===== src/rtl/db_rx_pkg.sv =====
package db_rx_pkg;
  localparam logic [3:0] FTYPE_RSP = 4'd13;

  typedef enum logic [3:0] {
    RSP_DONE  = 4'b0000,
    RSP_RETRY = 4'b0011
  } rsp_status_e;

  localparam int REG_DATA = 0;
  localparam int REG_CNT  = 1;
  localparam int REG_ISR  = 2;
  localparam int REG_IER  = 3;

  localparam int IRQ_N   = 2;
  localparam int IRQ_DB  = 0;
  localparam int IRQ_RSP = 1;
endpackage


===== src/rtl/db_rx_fifo.sv =====
module db_rx_fifo #(
  parameter int W     = 32,
  parameter int DEPTH = 8,
  localparam int AW    = (DEPTH > 1) ? $clog2(DEPTH) : 1,
  localparam int CNT_W = $clog2(DEPTH + 1)
) (
  input  logic             clk_i,
  input  logic             rst_ni,
  input  logic             push_i,
  input  logic [W-1:0]     wdata_i,
  input  logic             pop_i,
  output logic [W-1:0]     rdata_o,
  output logic             full_o,
  output logic             empty_o,
  output logic [CNT_W-1:0] cnt_o
);
  logic [W-1:0]     mem_q [DEPTH];
  logic [AW-1:0]    wr_ptr_q, rd_ptr_q;
  logic [CNT_W-1:0] cnt_q;

  function automatic logic [AW-1:0] ptr_inc(input logic [AW-1:0] p);
    return (p == AW'(DEPTH - 1)) ? '0 : p + AW'(1);
  endfunction

  assign full_o  = (cnt_q == CNT_W'(DEPTH));
  assign empty_o = (cnt_q == '0);
  assign cnt_o   = cnt_q;
  assign rdata_o = mem_q[rd_ptr_q];

  always_ff @(posedge clk_i) begin
    if (push_i) mem_q[wr_ptr_q] <= wdata_i;
  end

  always_ff @(posedge clk_i or negedge rst_ni) begin
    if (!rst_ni) begin
      wr_ptr_q <= '0;
      rd_ptr_q <= '0;
      cnt_q    <= '0;
    end else begin
      if (push_i) wr_ptr_q <= ptr_inc(wr_ptr_q);
      if (pop_i)  rd_ptr_q <= ptr_inc(rd_ptr_q);
      case ({push_i, pop_i})
        2'b10:   cnt_q <= cnt_q + CNT_W'(1);
        2'b01:   cnt_q <= cnt_q - CNT_W'(1);
        default: cnt_q <= cnt_q;
      endcase
    end
  end

  p_no_overflow_r3: assert property (@(posedge clk_i) disable iff (!rst_ni)
    push_i |-> !full_o);
  p_no_underflow_r5: assert property (@(posedge clk_i) disable iff (!rst_ni)
    pop_i |-> !empty_o);
  p_pop_dec_r5: assert property (@(posedge clk_i) disable iff (!rst_ni)
    (pop_i && !push_i) |=> (cnt_o == $past(cnt_o) - CNT_W'(1)));
  p_cnt_hold_r12: assert property (@(posedge clk_i) disable iff (!rst_ni)
    (pop_i && push_i) |=> $stable(cnt_o));
endmodule


===== src/rtl/db_rsp_gen.sv =====
module db_rsp_gen
  import db_rx_pkg::*;
#(
  parameter int SRC_W = 16,
  parameter int TID_W = 8
) (
  input  logic             clk_i,
  input  logic             rst_ni,
  input  logic             req_valid_i,
  output logic             req_ready_o,
  input  logic [SRC_W-1:0] req_src_i,
  input  logic [TID_W-1:0] req_tid_i,
  input  logic             fifo_full_i,
  output logic             store_o,
  output logic             rsp_valid_o,
  input  logic             rsp_ready_i,
  output logic [3:0]       rsp_ftype_o,
  output logic [3:0]       rsp_status_o,
  output logic [SRC_W-1:0] rsp_dst_o,
  output logic [TID_W-1:0] rsp_tid_o
);
  logic             valid_q;
  rsp_status_e      status_q;
  logic [SRC_W-1:0] dst_q;
  logic [TID_W-1:0] tid_q;
  logic             accept;

  // single-entry response slot; a stalled slot blocks new requests
  assign req_ready_o = !valid_q || rsp_ready_i;
  assign accept      = req_valid_i && req_ready_o;
  assign store_o     = accept && !fifo_full_i;

  always_ff @(posedge clk_i or negedge rst_ni) begin
    if (!rst_ni) begin
      valid_q  <= 1'b0;
      status_q <= RSP_DONE;
      dst_q    <= '0;
      tid_q    <= '0;
    end else if (accept) begin
      valid_q  <= 1'b1;
      status_q <= fifo_full_i ? RSP_RETRY : RSP_DONE;
      dst_q    <= req_src_i;
      tid_q    <= req_tid_i;
    end else if (rsp_ready_i) begin
      valid_q  <= 1'b0;
    end
  end

  assign rsp_valid_o  = valid_q;
  assign rsp_ftype_o  = FTYPE_RSP;
  assign rsp_status_o = status_q;
  assign rsp_dst_o    = dst_q;
  assign rsp_tid_o    = tid_q;

  p_done_r2: assert property (@(posedge clk_i) disable iff (!rst_ni)
    (req_valid_i && req_ready_o && !fifo_full_i) |=> (rsp_valid_o && rsp_status_o == RSP_DONE));
  p_retry_r3: assert property (@(posedge clk_i) disable iff (!rst_ni)
    (req_valid_i && req_ready_o && fifo_full_i) |=> (rsp_valid_o && rsp_status_o == RSP_RETRY));
  p_hold_r4: assert property (@(posedge clk_i) disable iff (!rst_ni)
    (rsp_valid_o && !rsp_ready_i) |=> (rsp_valid_o && $stable(rsp_status_o)
                                       && $stable(rsp_dst_o) && $stable(rsp_tid_o)));
  p_echo_r1: assert property (@(posedge clk_i) disable iff (!rst_ni)
    (req_valid_i && req_ready_o) |=> (rsp_dst_o == $past(req_src_i) && rsp_tid_o == $past(req_tid_i)));
endmodule


===== src/rtl/db_irq_ctrl.sv =====
module db_irq_ctrl
  import db_rx_pkg::*;
#(
  parameter int CNT_W = 4
) (
  input  logic             clk_i,
  input  logic             rst_ni,
  input  logic             push_i,
  input  logic             pop_i,
  input  logic [CNT_W-1:0] cnt_i,
  input  logic             rsp_evt_i,
  input  logic [IRQ_N-1:0] w1c_i,
  input  logic             en_we_i,
  input  logic [IRQ_N-1:0] en_wdata_i,
  output logic [IRQ_N-1:0] stat_o,
  output logic [IRQ_N-1:0] en_o,
  output logic             irq_o
);
  logic [IRQ_N-1:0] stat_q, en_q, set_vec, clr_vec;
  logic             drain;

  // queue is empty now or becomes empty at this edge
  assign drain = (cnt_i == '0) || (cnt_i == CNT_W'(1) && pop_i && !push_i);

  always_comb begin
    set_vec          = '0;
    set_vec[IRQ_DB]  = push_i;
    set_vec[IRQ_RSP] = rsp_evt_i;
    clr_vec          = w1c_i;
    clr_vec[IRQ_DB]  = w1c_i[IRQ_DB] || drain;
  end

  genvar g;
  generate
    for (g = 0; g < IRQ_N; g++) begin : g_stat
      always_ff @(posedge clk_i or negedge rst_ni) begin
        if (!rst_ni)           stat_q[g] <= 1'b0;
        else if (set_vec[g])   stat_q[g] <= 1'b1;
        else if (clr_vec[g])   stat_q[g] <= 1'b0;
      end
    end
  endgenerate

  always_ff @(posedge clk_i or negedge rst_ni) begin
    if (!rst_ni)      en_q <= '0;
    else if (en_we_i) en_q <= en_wdata_i;
  end

  assign stat_o = stat_q;
  assign en_o   = en_q;
  assign irq_o  = |(stat_q & en_q);

  p_db_set_r7: assert property (@(posedge clk_i) disable iff (!rst_ni)
    push_i |=> stat_o[IRQ_DB]);
  p_selfclr_r8: assert property (@(posedge clk_i) disable iff (!rst_ni)
    (pop_i && !push_i && cnt_i == CNT_W'(1)) |=> !stat_o[IRQ_DB]);
  p_w1c_r9: assert property (@(posedge clk_i) disable iff (!rst_ni)
    (w1c_i[IRQ_DB] && !push_i) |=> !stat_o[IRQ_DB]);
  p_rsp_set_r10: assert property (@(posedge clk_i) disable iff (!rst_ni)
    rsp_evt_i |=> stat_o[IRQ_RSP]);
endmodule


===== src/rtl/db_rx_responder.sv =====
module db_rx_responder
  import db_rx_pkg::*;
#(
  parameter int SRC_W  = 16,
  parameter int INFO_W = 16,
  parameter int TID_W  = 8,
  parameter int DEPTH  = 8,
  parameter int ADDR_W = 2,
  parameter int DATA_W = 32
) (
  input  logic              clk_i,
  input  logic              rst_ni,
  input  logic              req_valid_i,
  output logic              req_ready_o,
  input  logic [SRC_W-1:0]  req_src_i,
  input  logic [TID_W-1:0]  req_tid_i,
  input  logic [INFO_W-1:0] req_info_i,
  output logic              rsp_valid_o,
  input  logic              rsp_ready_i,
  output logic [3:0]        rsp_ftype_o,
  output logic [3:0]        rsp_status_o,
  output logic [SRC_W-1:0]  rsp_dst_o,
  output logic [TID_W-1:0]  rsp_tid_o,
  input  logic              rsp_evt_i,
  input  logic              reg_re_i,
  input  logic              reg_we_i,
  input  logic [ADDR_W-1:0] reg_addr_i,
  input  logic [DATA_W-1:0] reg_wdata_i,
  output logic [DATA_W-1:0] reg_rdata_o,
  output logic              irq_o
);
  localparam int ENT_W = SRC_W + INFO_W;
  localparam int CNT_W = $clog2(DEPTH + 1);

  logic             fifo_full, fifo_empty, store, pop;
  logic [ENT_W-1:0] fifo_rdata;
  logic [CNT_W-1:0] fifo_cnt;
  logic [IRQ_N-1:0] stat, en, w1c;
  logic             en_we;
  logic             unused_wdata;

  assign unused_wdata = ^reg_wdata_i[DATA_W-1:IRQ_N];

  db_rsp_gen #(.SRC_W(SRC_W), .TID_W(TID_W)) i_rsp (
    .clk_i        (clk_i),
    .rst_ni       (rst_ni),
    .req_valid_i  (req_valid_i),
    .req_ready_o  (req_ready_o),
    .req_src_i    (req_src_i),
    .req_tid_i    (req_tid_i),
    .fifo_full_i  (fifo_full),
    .store_o      (store),
    .rsp_valid_o  (rsp_valid_o),
    .rsp_ready_i  (rsp_ready_i),
    .rsp_ftype_o  (rsp_ftype_o),
    .rsp_status_o (rsp_status_o),
    .rsp_dst_o    (rsp_dst_o),
    .rsp_tid_o    (rsp_tid_o)
  );

  assign pop = reg_re_i && (reg_addr_i == ADDR_W'(REG_DATA)) && !fifo_empty;

  db_rx_fifo #(.W(ENT_W), .DEPTH(DEPTH)) i_fifo (
    .clk_i   (clk_i),
    .rst_ni  (rst_ni),
    .push_i  (store),
    .wdata_i ({req_src_i, req_info_i}),
    .pop_i   (pop),
    .rdata_o (fifo_rdata),
    .full_o  (fifo_full),
    .empty_o (fifo_empty),
    .cnt_o   (fifo_cnt)
  );

  assign w1c   = (reg_we_i && reg_addr_i == ADDR_W'(REG_ISR)) ? reg_wdata_i[IRQ_N-1:0] : '0;
  assign en_we = reg_we_i && (reg_addr_i == ADDR_W'(REG_IER));

  db_irq_ctrl #(.CNT_W(CNT_W)) i_irq (
    .clk_i      (clk_i),
    .rst_ni     (rst_ni),
    .push_i     (store),
    .pop_i      (pop),
    .cnt_i      (fifo_cnt),
    .rsp_evt_i  (rsp_evt_i),
    .w1c_i      (w1c),
    .en_we_i    (en_we),
    .en_wdata_i (reg_wdata_i[IRQ_N-1:0]),
    .stat_o     (stat),
    .en_o       (en),
    .irq_o      (irq_o)
  );

  always_comb begin
    reg_rdata_o = '0;
    if (reg_re_i) begin
      case (reg_addr_i)
        ADDR_W'(REG_DATA): if (!fifo_empty) reg_rdata_o = DATA_W'(fifo_rdata);
        ADDR_W'(REG_CNT):  reg_rdata_o = DATA_W'(fifo_cnt);
        ADDR_W'(REG_ISR):  reg_rdata_o = DATA_W'(stat);
        ADDR_W'(REG_IER):  reg_rdata_o = DATA_W'(en);
        default:           reg_rdata_o = '0;
      endcase
    end
  end

  p_irq_gate_r11: assert property (@(posedge clk_i) disable iff (!rst_ni)
    (en == '0) |-> !irq_o);
  p_empty_read_r5: assert property (@(posedge clk_i) disable iff (!rst_ni)
    (reg_re_i && reg_addr_i == ADDR_W'(REG_DATA) && fifo_cnt == '0) |-> (reg_rdata_o == '0));
endmodule


===== config.mk =====
export PLATFORM = sky130hd
export DESIGN_NAME = db_rx_responder
export DESIGN_NICKNAME = d
export VERILOG_FILES = /design/src/rtl/db_rx_pkg.sv /design/src/rtl/db_rx_fifo.sv /design/src/rtl/db_rsp_gen.sv /design/src/rtl/db_irq_ctrl.sv /design/src/rtl/db_rx_responder.sv
export SDC_FILE = /design/constraint.sdc
export NUM_CORES = 1
export LEC_CHECK = 0
export BUFFER_PORTS_ARGS = -buffer_cell sky130_fd_sc_hd__buf_4
export CELL_PAD_IN_SITES_DETAIL_PLACEMENT = 1
export CELL_PAD_IN_SITES_GLOBAL_PLACEMENT = 1
export CORE_ASPECT_RATIO = 0.6
export CORE_MARGIN = 2
export CORE_UTILIZATION = 30
export CTS_BUF_LIST = sky130_fd_sc_hd__clkbuf_4
export DETAILED_ROUTE_END_ITERATION = 16
export PLACE_DENSITY_LB_ADDON = 0.1
export SETUP_SLACK_MARGIN = 0.3
export SYNTH_ARGS = -nofsm -noshare
export SYNTH_HDL_FRONTEND = slang
export SYNTH_SLANG_ARGS = --single-unit

===== constraint.sdc =====
create_clock -name clk_i -period 5.7 [get_ports clk_i]
set_input_delay 0.855 -clock clk_i [delete_from_list [all_inputs] [get_ports clk_i]]
set_output_delay 0.855 -clock clk_i [all_outputs]
set_load 0.1 [all_outputs]

==> impl_metrics.yaml <==
layout:
  final_util: 0.3703
  layout_common_cells: "edfxtp_1 (256), buf_4 (124), clkbuf_4 (114), mux4_2 (60)"
  drive_above_1_share: 0.4436
  layout.cells.non_filler: 1303
  syn_to_final_growth_pct: 20.70
  fin_nets: 823
  final_common_cell: "edfxtp_1"
drt:
  via_per_inst: 4.556
  drt-total-wl_mm: 27.27
  top_layer: "met4"
  wl_met2_mm: 13.59
  antenna_left: 0
  first_pass_iters: 4
  drt-wirelength-per-cell_um: 20.93
  num_vias: 5936
  drc: 0
  drt-met1-wl_mm: 12.13
  route.met3.wl_mm: 1.061
  drt_iter0_markers: 301
worst_setup_path:
  cp-end-kind: "primary output"
  r2r_start: "i_fifo.cnt_o[1]$_DFFE_PN0P_"
  arrival_ns: 3.50
  path_class: "reg -> out"
  r2r_slack_ns: 2.46
  start_kind: "flop"
  reg2reg_to: "i_fifo.cnt_o[3]$_DFFE_PN0P_"
  required_ns: 4.85
  cp_max_fo: 44
  rr_worst_depth: 9
pwr:
  comb_power_share: 0.277
  p_per_area_nw_per_um2: 473.1
  clkPwrFrac: 0.278
  p_int_mw: 4.397
  total_leakage_power_nw: 4.979
  seq_power_share: 0.445
  p_sw_frac: 0.3394
  ir_drop_v: 0.0002557
  p_sw_mw: 2.259
timing:
  tns_ns: 0
  tightest_slew_ns: 1.101
  finalCriticalPeriod_ns: 4.353
  fin_crit_sh: 0.7636
  maxSlewHeadroom: 0.2661
  hold_viol_final: 0
  setup_viol: 0
  rsz0062_at_grt: "no"
  clock-skew-final_ns: 0.04060
  drv_slew: 0
  max_freq_mhz: 229.8
yosys:
  ys_warn_count: 0
  ys_async_sr_fraction: 0.1351
  ys_seq_elements: 296
  ys.flop_type: "edfxtp_1"
  netlist_instances: 562
  synth_cell_type_count: 43
  synth_edf_count: 256
  netlist_area_um2: 11650
  yosysSeqAreaShare: 0.7455
  synth.avg_cell_area_um2: 20.74
clock_tree:
  cts_resized: 0
  cts.clk_slew.worst_paths_ns: 0.07
  clk_latency_ns: 0.72
  htreeDepth: 3
  cts_tree: "done"
  cts_made_buffers: 75
  post_cts_buffers: 0
  cts.sinks: 296
  clockRootBuffer: "clkbuf_4"
  clockBufferDepth: 3
  cts_hold_buffers: 0
job:
  cap_violations: 0
floorplan:
  start_util: 0.3068
  fp.dieArea_um2: 40490
  die_y_um: 156.7
  row_count: 55
  die_w_um: 258.5
  coreArea_um2: 37990
  io_pins: 148
placement:
  dp_hpwl_mm: 14.88
  placed_cells: 1170
  place.gp.congestion: 0.6817
  portBuffers: 111
outcome:
  status: "completed"
global_route:
  globalRoute.totalOverflow: 0
  grt_usage: 0.1403
  antenna_found_initial: 1
  grt_pass1_wl_mm: 41.54
  first_global_vias: 6763
  grt_max_degree: 69
hold_path:
  hold_path_class: "in -> async"
==> critical path: stages (launching register included) <==
cell and delay [ns]:
dfrtp_4 1.02, buf_4 0.58, mux4_2 0.58, mux2i_1 0.22
nor2_1 0.07, buf_4 0.28
==> cell type report <==
type                       instances  area (µm²)
multi-input combinational        233        2801
tap                              513       641.9
clock inverter                    18       121.4
clock buffer                     114       855.8
antenna                            1       2.502
timing repair buffer             124       930.9
fill                            3807       23920
sequential                       296        8697
inverter                           4       16.27
==> cells in the mapped netlist, types with 3 or more instances <==
library cell / number / share of area
nor3_1: 4 / 0.0017
buf_4: 7 / 0.0045
mux2_1: 3 / 0.0029
mux4_2: 60 / 0.12
nand2_1: 6 / 0.0019
clkbuf_1: 3 / 0.00097
dfrtp_1: 40 / 0.086
nand4b_1: 5 / 0.0038
inv_1: 3 / 0.00097
mux2i_1: 37 / 0.032
buf_2: 16 / 0.0069
ha_1: 8 / 0.0086
mux2_2: 29 / 0.028
edfxtp_1: 256 / 0.66
nor2_1: 36 / 0.012
nand2b_1: 6 / 0.0032
buf_6: 7 / 0.0068
==> power groups by stage <==
| stage | Combinational [mW] | Clock (mW) | Sequential (mW) |
|---|---|---|---|
| finish | 1.84 | 1.85 | 2.96 |
| global route | 1.98 | 2.04 | 3.03 |
| CTS | 1.90 | 1.93 | 2.99 |
| detailed placement | 1.89 | 0 | 3.03 |
| global placement | 1.87 | 0 | 3.01 |
| floorplan | 1.43 | 0 | 2.96 |
==> state kept, by name, indices dropped and copies added, names as in the netlist <==
name,flops
i_rsp.rsp_valid_o,1
i_fifo.mem_q,256
i_fifo.rd_ptr_q,3
i_fifo.cnt_o,4
i_rsp.rsp_dst_o,16
i_irq.en_o,2
i_rsp.rsp_status_o,1
i_irq.stat_o,2
i_fifo.wr_ptr_q,3
i_rsp.rsp_tid_o,8
==> through the flow <==
step                power (mW)  hold WS, ns  setup slack (ns)  instance area (µm²)
floorplan                4.394       0.4719            0.4565                11680
global placement         4.879       0.4912             1.952                13090
detailed placement       4.926       0.4947             1.973                13090
CTS                      6.817      0.07519             1.117                14060
global route             7.043       0.1176            0.9474                14070
finish                   6.656       0.1449             1.347                14070
==> metal layers <==
| layer | global-route usage | up-vias |
|---|---|---|
| met1 | 0.1786 | 3123 |
| li1 | - | 2652 |
| met3 | 0.03693 | 48 |
| met4 | 0.04927 | 0 |
| met2 | 0.2326 | 113 |
| met5 | 0 | - |
==> how the worst max path moves through the flow <==
stage / startpoint / end / slack, ns / depth (start not counted)
floorplan: rsp_ready_i / i_fifo.mem_q[2][0]$_DFFE_PP_ / 0.46 / 4
global placement: i_fifo.rd_ptr_q[0]$_DFFE_PN0N_ / reg_rdata_o[20] / 1.95 / 5
detailed placement: i_fifo.rd_ptr_q[0]$_DFFE_PN0N_ / reg_rdata_o[20] / 1.97 / 5
CTS: i_fifo.rd_ptr_q[0]$_DFFE_PN0N_ / reg_rdata_o[20] / 1.12 / 5
global route: i_fifo.rd_ptr_q[0]$_DFFE_PN0N_ / reg_rdata_o[20] / 0.95 / 5
finish: i_fifo.rd_ptr_q[0]$_DFFE_PN0N_ / reg_rdata_o[20] / 1.35 / 5
==> kinds of logic after synthesis <==
kind of cell / synth area share
multiplexers: 0.1831
adder cells (fa/ha/maj): 0.008589
flip-flops: 0.7455
AO/OA/AOI/OAI: 0.008696
buffers and inverters: 0.02050
AND/OR/NAND/NOR: 0.02995
XOR/XNOR: 0.003006
other: 0.0006444
Note: power is estimated with default switching activity, not from simulation.
